**config.mk**
```make
export PLATFORM = sky130hd
export DESIGN_NAME = cfg_window_decoder
export DESIGN_NICKNAME = d
export VERILOG_FILES = /design/src/rtl/cfgw_pkg.sv /design/src/rtl/cfgw_sel_latch.sv /design/src/rtl/cfgw_target_check.sv /design/src/rtl/cfgw_lane_split.sv /design/src/rtl/cfg_window_decoder.sv
export SDC_FILE = /design/constraint.sdc
export NUM_CORES = 1
export LEC_CHECK = 0
export BUFFER_PORTS_ARGS = -buffer_cell sky130_fd_sc_hd__buf_4
export CAP_MARGIN = 20
export CORE_AREA = 2 2 181 183
export CTS_CLUSTER_DIAMETER = 80
export CTS_CLUSTER_SIZE = 28
export DETAILED_ROUTE_END_ITERATION = 16
export DIE_AREA = 0 0 183 185
export GPL_TIMING_DRIVEN = 0
export MAX_ROUTING_LAYER = met4
export PLACE_DENSITY = 0.5
export SYNTH_ARGS = -nofsm -noshare
export SYNTH_HDL_FRONTEND = slang
export SYNTH_SLANG_ARGS = --single-unit
```
**constraint.sdc**
```tcl
create_clock -name clk -period 2.2 [get_ports clk]
set_input_delay 0.11 -clock clk [delete_from_list [all_inputs] [get_ports clk]]
set_output_delay 0.11 -clock clk [all_outputs]
set_load 0.02 [all_outputs]
```
**src/rtl/cfgw_pkg.sv**
```systemverilog
// Package: shared types and helpers for the indirect configuration decoder.
// Assumes a 32-bit host data path split into four byte lanes.
package cfgw_pkg;

    localparam int BYTE_W  = 8;
    localparam int LANES   = 4;
    localparam int DATA_W  = BYTE_W * LANES;
    localparam int SLOT_W  = 5;
    localparam int FUNC_W  = 3;
    localparam int MAX_SLOTS = 1 << SLOT_W;
    localparam int MAX_FUNCS = 1 << FUNC_W;

    typedef enum logic [1:0] {
        SZ_BYTE = 2'd0,
        SZ_HALF = 2'd1,
        SZ_WORD = 2'd2,
        SZ_BAD  = 2'd3
    } xfer_size_e;

    // Layout of the selector word held at the selector port
    typedef struct packed {
        logic              enable;
        logic [6:0]        rsvd;
        logic [7:0]        bus;
        logic [SLOT_W-1:0] slot;
        logic [FUNC_W-1:0] func;
        logic [5:0]        dword;
        logic [1:0]        low;
    } sel_word_t;

    // Number of byte lanes a size code touches (0 for the illegal code)
    function automatic logic [2:0] lane_count(xfer_size_e sz);
        case (sz)
            SZ_BYTE: return 3'd1;
            SZ_HALF: return 3'd2;
            SZ_WORD: return 3'd4;
            default: return 3'd0;
        endcase
    endfunction

endpackage

```
**src/rtl/cfgw_sel_latch.sv**
```systemverilog
// Selector word register. Loads the full word on a load strobe and
// clears to zero on synchronous active-low reset.
module cfgw_sel_latch #(
    parameter int W = 32
) (
    input  logic         clk,
    input  logic         rst_n,
    input  logic         load,
    input  logic [W-1:0] din,
    output logic [W-1:0] q
);

    // Hold or replace the selector word
    always_ff @(posedge clk) begin
        if (!rst_n)
            q <= '0;
        else if (load)
            q <= din;
    end

endmodule

```
**src/rtl/cfgw_target_check.sv**
```systemverilog
// Decides whether the selected bus/slot/function exists and the access is
// enabled. Assumes NSLOT <= 32 and NFUNC <= 8. Function 0 needs only the slot.
module cfgw_target_check
    import cfgw_pkg::*;
#(
    parameter int NSLOT = 32,
    parameter int NFUNC = 8
) (
    input  logic                   enable,
    input  logic [7:0]             bus,
    input  logic [SLOT_W-1:0]      slot,
    input  logic [FUNC_W-1:0]      func,
    input  xfer_size_e             size,
    input  logic [NSLOT-1:0]       slot_present,
    input  logic [NSLOT*NFUNC-1:0] func_present,
    output logic                   hit
);

    localparam int FLAT = MAX_SLOTS * MAX_FUNCS;

    logic [MAX_SLOTS-1:0] slot_ext;
    logic [FLAT-1:0]      func_ext;

    // Widen the presence masks to the full address space; missing entries are absent
    for (genvar s = 0; s < MAX_SLOTS; s++) begin : g_slot
        if (s < NSLOT) begin : g_on
            assign slot_ext[s] = slot_present[s];
        end else begin : g_off
            assign slot_ext[s] = 1'b0;
        end
        for (genvar f = 0; f < MAX_FUNCS; f++) begin : g_func
            if (s < NSLOT && f < NFUNC && f > 0) begin : g_on
                assign func_ext[s*MAX_FUNCS+f] = func_present[s*NFUNC+f];
            end else begin : g_off
                assign func_ext[s*MAX_FUNCS+f] = 1'b0;
            end
        end
    end

    logic slot_ok;
    logic func_ok;

    // Combine gating, size legality and presence into a single hit
    always_comb begin
        slot_ok = slot_ext[slot];
        func_ok = (func == '0) ? 1'b1 : func_ext[{slot, func}];
        hit     = enable && (bus == 8'h00) && (size != SZ_BAD) && slot_ok && func_ok;
    end

endmodule

```
**src/rtl/cfgw_lane_split.sv**
```systemverilog
// Splits one data-window access into per-byte lane requests and packs the
// returned bytes. Register numbers wrap modulo 256 across lanes.
module cfgw_lane_split
    import cfgw_pkg::*;
(
    input  logic                active,
    input  xfer_size_e          size,
    input  logic [5:0]          dword,
    input  logic [1:0]          port_lo,
    input  logic [DATA_W-1:0]   cfg_rdata,
    output logic [LANES-1:0]    req_valid,
    output logic [DATA_W-1:0]   req_reg,
    output logic [DATA_W-1:0]   packed_rdata
);

    logic [2:0]        nbytes;
    logic [BYTE_W-1:0] base_reg;

    // Lane count and starting byte register number
    always_comb begin
        nbytes   = lane_count(size);
        base_reg = {dword, 2'b00} + {6'b0, port_lo};
    end

    for (genvar k = 0; k < LANES; k++) begin : g_lane
        // Per-lane valid, register number and read byte (zero when idle)
        always_comb begin
            req_valid[k]                  = active && (3'(k) < nbytes);
            req_reg[k*BYTE_W +: BYTE_W]   = base_reg + BYTE_W'(k);
            packed_rdata[k*BYTE_W +: BYTE_W] =
                req_valid[k] ? cfg_rdata[k*BYTE_W +: BYTE_W] : '0;
        end
    end

endmodule

```
**src/rtl/cfg_window_decoder.sv**
```systemverilog
// Top: selector port plus four-byte data window for indirect configuration
// access. Host read data is combinational; only the selector word is stored.
module cfg_window_decoder
    import cfgw_pkg::*;
#(
    parameter int NSLOT = 32,
    parameter int NFUNC = 8
) (
    input  logic                   clk,
    input  logic                   rst_n,
    input  logic                   host_valid,
    input  logic                   host_write,
    input  logic [2:0]             host_addr,
    input  logic [1:0]             host_size,
    input  logic [DATA_W-1:0]      host_wdata,
    output logic [DATA_W-1:0]      host_rdata,
    input  logic [NSLOT-1:0]       slot_present,
    input  logic [NSLOT*NFUNC-1:0] func_present,
    output logic [LANES-1:0]       cfg_req_valid,
    output logic                   cfg_req_write,
    output logic [SLOT_W-1:0]      cfg_req_slot,
    output logic [FUNC_W-1:0]      cfg_req_func,
    output logic [DATA_W-1:0]      cfg_req_reg,
    output logic [DATA_W-1:0]      cfg_req_wdata,
    input  logic [DATA_W-1:0]      cfg_rdata
);

    logic [DATA_W-1:0] sel_q;
    sel_word_t         sel;
    xfer_size_e        size;
    logic              sel_port;
    logic              sel_load;
    logic              hit;
    logic              active;
    logic [DATA_W-1:0] packed_rdata;

    // Port decode and strobes
    always_comb begin
        sel      = sel_word_t'(sel_q);
        size     = xfer_size_e'(host_size);
        sel_port = !host_addr[2];
        sel_load = host_valid && host_write && sel_port;
        active   = host_valid && !sel_port && hit;
    end

    cfgw_sel_latch #(.W(DATA_W)) u_latch (
        .clk   (clk),
        .rst_n (rst_n),
        .load  (sel_load),
        .din   (host_wdata),
        .q     (sel_q)
    );

    cfgw_target_check #(.NSLOT(NSLOT), .NFUNC(NFUNC)) u_check (
        .enable       (sel.enable),
        .bus          (sel.bus),
        .slot         (sel.slot),
        .func         (sel.func),
        .size         (size),
        .slot_present (slot_present),
        .func_present (func_present),
        .hit          (hit)
    );

    cfgw_lane_split u_split (
        .active       (active),
        .size         (size),
        .dword        (sel.dword),
        .port_lo      (host_addr[1:0]),
        .cfg_rdata    (cfg_rdata),
        .req_valid    (cfg_req_valid),
        .req_reg      (cfg_req_reg),
        .packed_rdata (packed_rdata)
    );

    // Request fields and host read mux (all ones on a data-window miss)
    always_comb begin
        cfg_req_write = host_write;
        cfg_req_slot  = sel.slot;
        cfg_req_func  = sel.func;
        cfg_req_wdata = host_wdata;
        if (sel_port)
            host_rdata = sel_q;
        else if (hit)
            host_rdata = packed_rdata;
        else
            host_rdata = '1;
    end

endmodule

```
[After elaboration in Yosys (flattened, before gate mapping)]
Cells that the tools add are included.
Storage, ports and cells
  bits in registers: 32
  logic and storage cells: 42
  output and inout port bits: 109
  input port bits: 361
Operators by class
  magnitude comparators: 6
  equal/unequal tests: 3
  $add $sub $neg: 4
  mux-type cells: 12
  reductions and logical operators: 16
Operators by type and width (count)
  32-bit two-way mux: 2
  8-bit two-way mux: 4
  8-bit by 2-bit adder with 8-bit output, second input constant: 2
  1-bit logical AND: 12
  8-bit by 9-bit < comparator with 1-bit output, second input constant: 1
  3-bit case mux with 3 select lines: 1
  8-bit by 1-bit adder with 8-bit output, second input constant: 1
  8-bit by 2-bit adder with 8-bit output: 1
  1-bit binary-select mux with 8-bit select: 1
  8-bit zero test: 1
  1-bit by 3-bit < comparator with 1-bit output, first input constant: 2
  2-bit by 3-bit < comparator with 1-bit output, first input constant: 2
  5-bit by 6-bit < comparator with 1-bit output, second input constant: 1
  1-bit binary-select mux with 5-bit select: 1
  3-bit zero test: 1
  1-bit two-way mux: 3
  2-bit by 1-bit == test with 1-bit output, second input constant: 1
  2-bit == test, second input constant: 1
  2-bit zero test: 1
  2-bit inequality test, second input constant: 1
  1-bit zero test: 1

[Logic depth before layout (Yosys ltp)]
Gate-level depths: netlist (run 1).
  depth after elaboration: 10
  depth in mapped cells: 12
  depth with buffers taken out: 7

[Modules after synthesis]
A second synthesis (run 1) with hierarchy kept.
Unflattened totals
  cell total of the unflattened synthesis: 547
  area total of the unflattened synthesis: 4958.5 sq um
Modules (own cells, without submodules)
  cfgw_target_check: times used 1, cells an instance 265, seq. area each 0.0 sq um, area an instance 2414.8 sq um
  cfgw_sel_latch: times used 1, cells an instance 103, seq. area each 640.6 sq um, area an instance 1243.7 sq um
  cfgw_lane_split: times used 1, cells an instance 101, seq. area each 0.0 sq um, area an instance 683.2 sq um
  cfg_window_decoder: times used 1, cells an instance 78, seq. area each 0.0 sq um, area an instance 616.8 sq um

[Least setup slack after synthesis (run 1)]
OpenSTA, ideal clock, no wires.
  kind: reg-to-output
  start point: reg u_latch.q[8]
  end point: out host_rdata[0]
  buffers on the path: 2
  stages on the path, launching flop included: 9
  path slack: -0.355 ns
  arrival time: 2.445 ns
  cells stage by stage: dfxtp_1 -> buf_4 -> mux4_2 -> mux4_2 -> o2bb2ai_1 -> o211ai_2 -> a31oi_4 -> buf_6 -> a21oi_2
On the way
  longest elaborated chain between the ends: 9
RTL lines
  start, declared: RTL line cfgw_sel_latch.sv:10  | output logic [W-1:0] q
  start signal, assigned: RTL line cfgw_sel_latch.sv:18  | q <= din;
  1-bit binary-select mux with 8-bit select: RTL line cfgw_target_check.sv:46  | func_ok = (func == '0) ? 1'b1 : func_ext[{slot, func}];
  1-bit two-way mux (not written as such): RTL line cfgw_target_check.sv:46
  1-bit two-way mux (*): RTL line cfgw_target_check.sv:46
  1-bit logical AND (*): RTL line cfgw_target_check.sv:47  | hit = enable && (bus == 8'h00) && (size != SZ_BAD) && slot_ok && func_ok;
  1-bit logical AND: RTL line cfg_window_decoder.sv:43  | active = host_valid && !sel_port && hit;
  1-bit logical AND: RTL line cfgw_lane_split.sv:28  | req_valid[k] = active && (3'(k) < nbytes);
  8-bit two-way mux: RTL line cfgw_lane_split.sv:31  | req_valid[k] ? cfg_rdata[k*BYTE_W +: BYTE_W] : '0;
  32-bit two-way mux (*): RTL line cfg_window_decoder.sv:84  | else if (hit)
  32-bit two-way mux (*): RTL line cfg_window_decoder.sv:82  | if (sel_port)
  end, declared: RTL line cfg_window_decoder.sv:16  | output logic [DATA_W-1:0] host_rdata,
Mark *: on every way between the ends. The rest lies on a longest branch, timed or not. The select of a mux whose other input is x is not followed.

[Worst setup path after layout (run 1)]
Same ends and word-level chain as after synthesis.

==> results of run 1 <==
[report_power, final]
part | switching (mW) | internal, mW | leakage (nW)
logic | 0.673 | 0.898 | 4.04
registers | 0.0181 | 0.598 | 0.262
clock network | 0.267 | 0.475 | 0.0760
total | 0.958 | 1.97 | 4.38
[critical path: cells and delay by family, from the launching register on]
family / cells / cell delay, ns
compound gates: 6 / 1.03
buf+inv: 5 / 0.77
mux: 1 / 0.56
flops: 1 / 0.39
[routing by layer]
| metal | vias to the layer above | part of all wire, % |
|---|---|---|
| met3 | 46 | 7.5 |
| met2 | 335 | 50 |
| met4 | 0 | 2.5 |
| li1 | 3019 | - |
| met1 | 2989 | 40 |
| met5 | - | 0 |
[per-stage QoR]
step	worst slack (ns)	instance area [µm²]
6_report	-0.961	9920
2_1_floorplan	-0.311	5240
4_1_cts	-0.978	9740
3_3_place_gp	-1.22	9020
3_5_place_dp	-1.25	9020
5_1_grt	-1.08	9920
[final timing paths]
check | end
setup / recovery | host_rdata[0]
hold / removal | u_latch.q[0]$_SDFFE_PN0P_
setup reg to reg | u_latch.q[10]$_SDFFE_PN0P_
hold reg to reg | u_latch.q[0]$_SDFFE_PN0P_
[placed cells by master, fill, tap and decap left out, types with 6 or more instances in the layout]
cell / n
a21boi_0: 32
a21oi_4: 32
a221oi_1: 13
a221oi_2: 8
buf_12: 10
buf_4: 468
buf_6: 45
clkbuf_1: 24
clkbuf_16: 7
dfxtp_1: 29
ha_1: 6
inv_1: 11
mux2_2: 29
mux2_4: 8
mux4_2: 43
nand2_1: 120
nand3_1: 6
nor2_1: 43
nor3_1: 8
xnor2_1: 10
xor2_1: 7
[layout make-up]
cell class / count / area, µm² / share of cell area [%]
Multi-Input combinational cell: 434 / 3930 / 39.6
Timing Repair Buffer: 460 / 3740 / 37.7
Buffer: 109 / 885 / 8.92
Sequential cell: 32 / 649 / 6.55
Tap cell: 408 / 510 / 5.15
Clock buffer: 7 / 153 / 1.54
Inverter: 12 / 47.5 / 0.479
[cell families (layout without fill, tap and decap cells)]
kind of cell	Yosys count	after routing	synth area share, %
buffers and inverters	121	588	15.3
adder cells (fa/ha/maj)	6	6	1.53
AO/OA/AOI/OAI	123	123	20.6
AND/OR/NAND/NOR	203	203	17.4
XOR/XNOR	17	17	3.03
flip-flops	32	32	13.0
multiplexers	85	85	29.2
[timing repair]
| item | in CTS | in global routing |
|---|---|---|
| endpoints found under the hold margin | 0 | 0 |
| hold buffers | 0 | 0 |
| setup buffers | 19 | 0 |
| resized for setup | 78 | 33 |
| gates cloned | 3 | 2 |
| setup endpoints to repair | 36 | 36 |
| pin swaps | 5 | 4 |
==> flow_summary_export.csv, run 1 <==
group,metric,value,unit
outcome,status,"finished with violations",
outcome,violations,"setup timing",
cts,htreeDepth,2,
routing,vias,6389,
routing,drc_errors,0,
timing,relSlewSlack,47.6,%
logic_synthesis,syn-cell-area,4920,µm²
critical_path,setup.worst_path.start,"u_latch.q[8]$_SDFFE_PN0P_",
logic_synthesis,post-synth-top-count-cell,"nand2_1",
global_routing,grt_antenna_before_repair,1,
floorplan,rows,66,
timing,fin_crit_sh,144,%
layout,top_regs,"u_latch.q: 32 flops",
timing,worst_slack,-0.961,ns
layout,fill_cells,3448,
timing,fmax,0.316,GHz
placed_design,dp_cells,1431,
logic_synthesis,synth_cells,587,
floorplan,die_area,33900,µm²
logic_synthesis,yosysWarnings,0,
global_routing,grt_use_total,17.5,%
critical_path,max_stage_delay,0.56,ns
floorplan,ios,470,
cts,clk_pin_slew,0.06,ns
floorplan,die_height,185,µm
layout,syn_to_final_growth,102,%
timing,finalSetupViolCount,36,
layout,layout-drive-gt1-share,65.5,%
logic_synthesis,synthesis.nets,954,
floorplan,start_util,15.4,%
worst_hold_path,min_path_cells,3,
logic_synthesis,synth.top_cell.area_share,19.7,%
critical_path,crit_path_top_delay_cell,"mux4_2",
logic_synthesis,ys_seq_area_share,13.0,%
layout,fin_util,31.0,%
timing,drv_slew,0,
timing,tightest_slew,0.786,ns
critical_path,end_kind,"output pin",
logic_synthesis,synth_edf_count,0,
routing,vias_per_cell,4.37,
critical_path,start_kind,"flop",
run,cap_violations,0,
logic_synthesis,avgSynthCellArea,8.38,µm²
critical_path,rr_worst_depth,4,
global_routing,gr-usage-met2,31.3,%
critical_path,worstPathArrival,3.05,ns
worst_hold_path,hold_start,"host_wdata[0]",
critical_path,path_max_fanout,7,
cts,clk_latency,0.28,ns
layout,largest_reg_flops,32,
logic_synthesis,ys.flop_type,"dfxtp_1",
global_routing,overflow,0,
cts,clockBufferDepth,2,
critical_path,critical_path_class,"flop to output pin",
timing,holdWs,0.0957,ns
power_and_ir_drop,power.density,295,nW/µm²
worst_hold_path,min_path_type,"input pin to flop",
layout,fin_cells,1462,
cts,clock_sinks,32,
floorplan,coreArea,32000,µm²
power_and_ir_drop,power,2.93,mW
logic_synthesis,synthTopCellsByCount,"nand2_1 (120), buf_4 (58), mux4_2 (43), nor2_1 (43), mux2_2 (35)",
routing,ant_nets,0,
global_routing,met1_usage,19.9,%
logic_synthesis,synth.distinct_cells,54,
critical_path,crit_top_cell,"buf_12",
logic_synthesis,synth_area_leaders,"mux4_2 (20%), dfxtp_1 (13%), nand2_1 (9.2%), buf_4 (8.9%), mux2_2 (8.0%)",
global_routing,grt_max_degree,11,
placed_design,gp_congestion,0.833,
critical_path,reg2reg_from,"u_latch.q[10]$_SDFFE_PN0P_",
global_routing,top_usage_layer,"met2",
routing,drt-wirelength-per-cell,20.8,µm
cts,cts_tree,"done",
critical_path,worstPathRequired,2.09,ns
routing,wirelength,30500,µm
placed_design,hpwl,25000,µm
floorplan,die_w,183,µm
timing,rsz0062_at_grt,"true",
routing,drt_iter0_markers,285,
logic_synthesis,synthArstFlopShare,0,%
power_and_ir_drop,leakage,4.38,nW
global_routing,grt_use_met3,3.54,%
cts,cts_buffers,5,
routing,drt_first_pass_iters,4,
cts,cts_root_buf,"clkbuf_16",
global_routing,grt_pass1_vias,6724,
layout,final_nets,1421,
placed_design,io_buffers,436,
critical_path,path_cells,"buf_12 > buf_12 > mux4_2 > a22oi_2 > o311ai_1 > a211o_1 > o211ai_2 > a31oi_4 > buf_12 > clkbuf_16 > a21oi_4 > buf_6",
layout,diodes,0,
timing,finClkSkew,0,ns
layout,top_register,"u_latch.q",
timing,setup_tns,-32.41,ns
logic_synthesis,ys_seq_elements,32,
logic_synthesis,yosys.area.top_type,"mux4_2",
timing,finalCriticalPeriod,3.16,ns
timing,hold_viol_final,0,
global_routing,grt_pass1_wl,42300,µm
critical_path,ff2ff_setup_slack,0.63,ns
power_and_ir_drop,ir_drop,228,µV
Note: power is estimated with default switching activity, not from simulation.
==> inputs of run 2 (changes only) <==
--- a/config.mk
+++ b/config.mk
@@ -5,16 +5,17 @@
 export SDC_FILE = /design/constraint.sdc
 export NUM_CORES = 1
 export LEC_CHECK = 0
+export ABC_CLOCK_PERIOD_IN_PS = 2200
 export BUFFER_PORTS_ARGS = -buffer_cell sky130_fd_sc_hd__buf_4
 export CAP_MARGIN = 20
-export CORE_AREA = 2 2 181 183
+export CORE_AREA = 8 8 177 179
 export CTS_CLUSTER_DIAMETER = 80
 export CTS_CLUSTER_SIZE = 28
 export DETAILED_ROUTE_END_ITERATION = 16
-export DIE_AREA = 0 0 183 185
+export DIE_AREA = 0 0 185 187
 export GPL_TIMING_DRIVEN = 0
 export MAX_ROUTING_LAYER = met4
-export PLACE_DENSITY = 0.5
+export PLACE_DENSITY = 0.54
 export SYNTH_ARGS = -nofsm -noshare
 export SYNTH_HDL_FRONTEND = slang
 export SYNTH_SLANG_ARGS = --single-unit
==> run 2 against run 1 <==
Net effect: sequential power barely moved; worst hold slack better by 0.0054 ns; sequential share of layout area about the same; highest routed layer unchanged; routed wire length increased by 5.1%; die area rose by 2.2%; the run still ends with setup timing left; via count up 0.16%.
==> flow_summary_export.csv, run 2 (synthesis results as in run 1) <==
group,metric,value,unit
routing,drt_first_pass_iters,4,
cts,clock_sinks,32,
cts,htreeDepth,2,
global_routing,grt_max_degree,11,
cts,cts_tree,"done",
timing,hold_viol_final,0,
global_routing,grt_pass1_vias,7063,
outcome,violations,"setup timing",
cts,hold_buffers,0,
layout,final_nets,1423,
layout,fin_area,9800,µm²
power_and_ir_drop,leakage,4.33,nW
critical_path,worstPathArrival,3.08,ns
layout,register_area,646,µm²
placed_design,dpl_cell_area,8990,µm²
timing,worst_slack,-0.986,ns
critical_path,end_kind,"output pin",
timing,fmax,0.314,GHz
routing,drt_iter0_markers,255,
global_routing,grt_pass1_wl,45100,µm
layout,layout.cells.most_common,"buf_4",
placed_design,hpwl,26800,µm
layout,final_cell_mix,"buf_4 (478), nand2_1 (120), nor2_1 (43), mux4_2 (43), buf_6 (38)",
floorplan,die_w,185,µm
timing,tightest_slew,0.750,ns
routing,wirelength,32000,µm
timing,relSlewSlack,50.0,%
timing,finalSetupViolCount,36,
timing,rsz0062_at_grt,"true",
power_and_ir_drop,power.density,297,nW/µm²
run,cap_violations,0,
layout,fin_util,34.5,%
cts,clockBufferDepth,2,
timing,finClkSkew,0,ns
global_routing,overflow,0,
global_routing,grt_antenna_before_repair,2,
layout,fill_cells,3017,
power_and_ir_drop,ir_drop,278,µV
critical_path,path_cells,"buf_12 > buf_12 > buf_6 > buf_6 > mux4_2 > a211oi_2 > o2111ai_2 > o211ai_2 > a31oi_4 > buf_12 > buf_16 > a21oi_4 > buf_6",
routing,vias_per_cell,4.44,
critical_path,crit_path_top_delay_cell,"mux4_2",
power_and_ir_drop,power,2.91,mW
critical_path,worstPathRequired,2.09,ns
critical_path,path_max_fanout,10,
layout,top_regs,"u_latch.q: 32 flops",
floorplan,die_area,34600,µm²
floorplan,start_util,17.3,%
floorplan,ios,470,
timing,drv_slew,0,
cts,cts_buffers,5,
placed_design,io_buffers,436,
cts,cts_root_buf,"clkbuf_16",
global_routing,grt_use_total,17.9,%
routing,drc_errors,0,
timing,fin_crit_sh,145,%
floorplan,rows,62,
cts,clk_latency,0.28,ns
floorplan,coreArea,28400,µm²
layout,multiInputGateArea,3880,µm²
layout,layout-drive-gt1-share,64.9,%
routing,ant_nets,0,
critical_path,start_kind,"flop",
placed_design,gp_congestion,0.905,
timing,finalCriticalPeriod,3.19,ns
routing,vias,6399,
routing,drt-wirelength-per-cell,22.2,µm
critical_path,critical_path_class,"flop to output pin",
critical_path,max_stage_delay,0.53,ns
cts,clk_pin_slew,0.06,ns
layout,largest_reg_flops,32,
layout,syn_to_final_growth,99.2,%
worst_hold_path,min_path_type,"input pin to flop",
outcome,status,"finished with violations",
layout,top_register,"u_latch.q",
floorplan,die_height,187,µm
run 2: cell types whose count changed in the layout (fill, tap and decap cells not counted), sizes merged:
cell	previous run	this run
bufbuf	2	0
diode	0	2
buf	534	540
clkbuf	40	38
run 2: area by class of cell:
| cell class | count | share of cell area [%] |
|---|---|---|
| repair buffers | 462 | 37.9 |
| plain buffers | 109 | 8.87 |
| well taps | 384 | 4.90 |
| flip-flops and latches | 32 | 6.59 |
| multi-input cells | 434 | 39.6 |
| clock buffers | 7 | 1.56 |
| inverters | 12 | 0.485 |
| diodes | 2 | 0.0511 |
run 2: worst paths after layout:
path                                            startpoint                         end  slack, ns  cells after the start
worst min-delay path                         host_wdata[1]   u_latch.q[1]$_SDFFE_PN0P_       0.10                      3
worst max register to register  u_latch.q[10]$_SDFFE_PN0P_  u_latch.q[10]$_SDFFE_PN0P_       0.64                      4
worst max-delay path             u_latch.q[8]$_SDFFE_PN0P_               host_rdata[0]      -0.99                     13
worst min register to register   u_latch.q[1]$_SDFFE_PN0P_   u_latch.q[1]$_SDFFE_PN0P_       0.47                      2
run 2: stage by stage:
stage          worst slack (ns)  TNS, ns  cells  hold WS, ns
2_1_floorplan            -0.311    -9.75    587        0.247
3_3_place_gp              -1.18   -39.61   1407        0.384
3_5_place_dp              -1.19   -40.19   1407        0.393
4_1_cts                   -1.02   -34.49   1431       0.0921
5_1_grt                   -1.09   -37.89   1442        0.101
6_report                 -0.986   -33.87   1442        0.101
run 2: per-layer routing:
metal | GRT usage, % | up-vias | part of all wire (%)
li1 | - | 3014 | -
met1 | 19.8 | 3025 | 38
met2 | 30.9 | 317 | 50
met3 | 4.27 | 43 | 8.4
met4 | 6.00 | 0 | 2.8
met5 | - | - | 0
run 2: what timing repair did:
action | 4_1_cts | 5_1_grt
resized for setup | 71 | 21
endpoints found under the setup margin | 36 | 36
pin swaps | 4 | 8
buffers inserted | 14 | 8
cloned | 3 | 1
run 2: power breakdown:
group | total [mW] | internal [mW] | switching [mW]
Combinational | 1.56 | 0.889 | 0.670
Sequential | 0.616 | 0.598 | 0.0175
Clock | 0.739 | 0.475 | 0.264
Total | 2.91 | 1.96 | 0.951
run 2: critical path: cells and delay by family, from the launching register on:
family | cells | cell delay [ns]
muxes | 1 | 0.53
DFF | 1 | 0.39
AOI/OAI and AO/OA | 5 | 0.85
buffers and inverters | 7 | 1.00
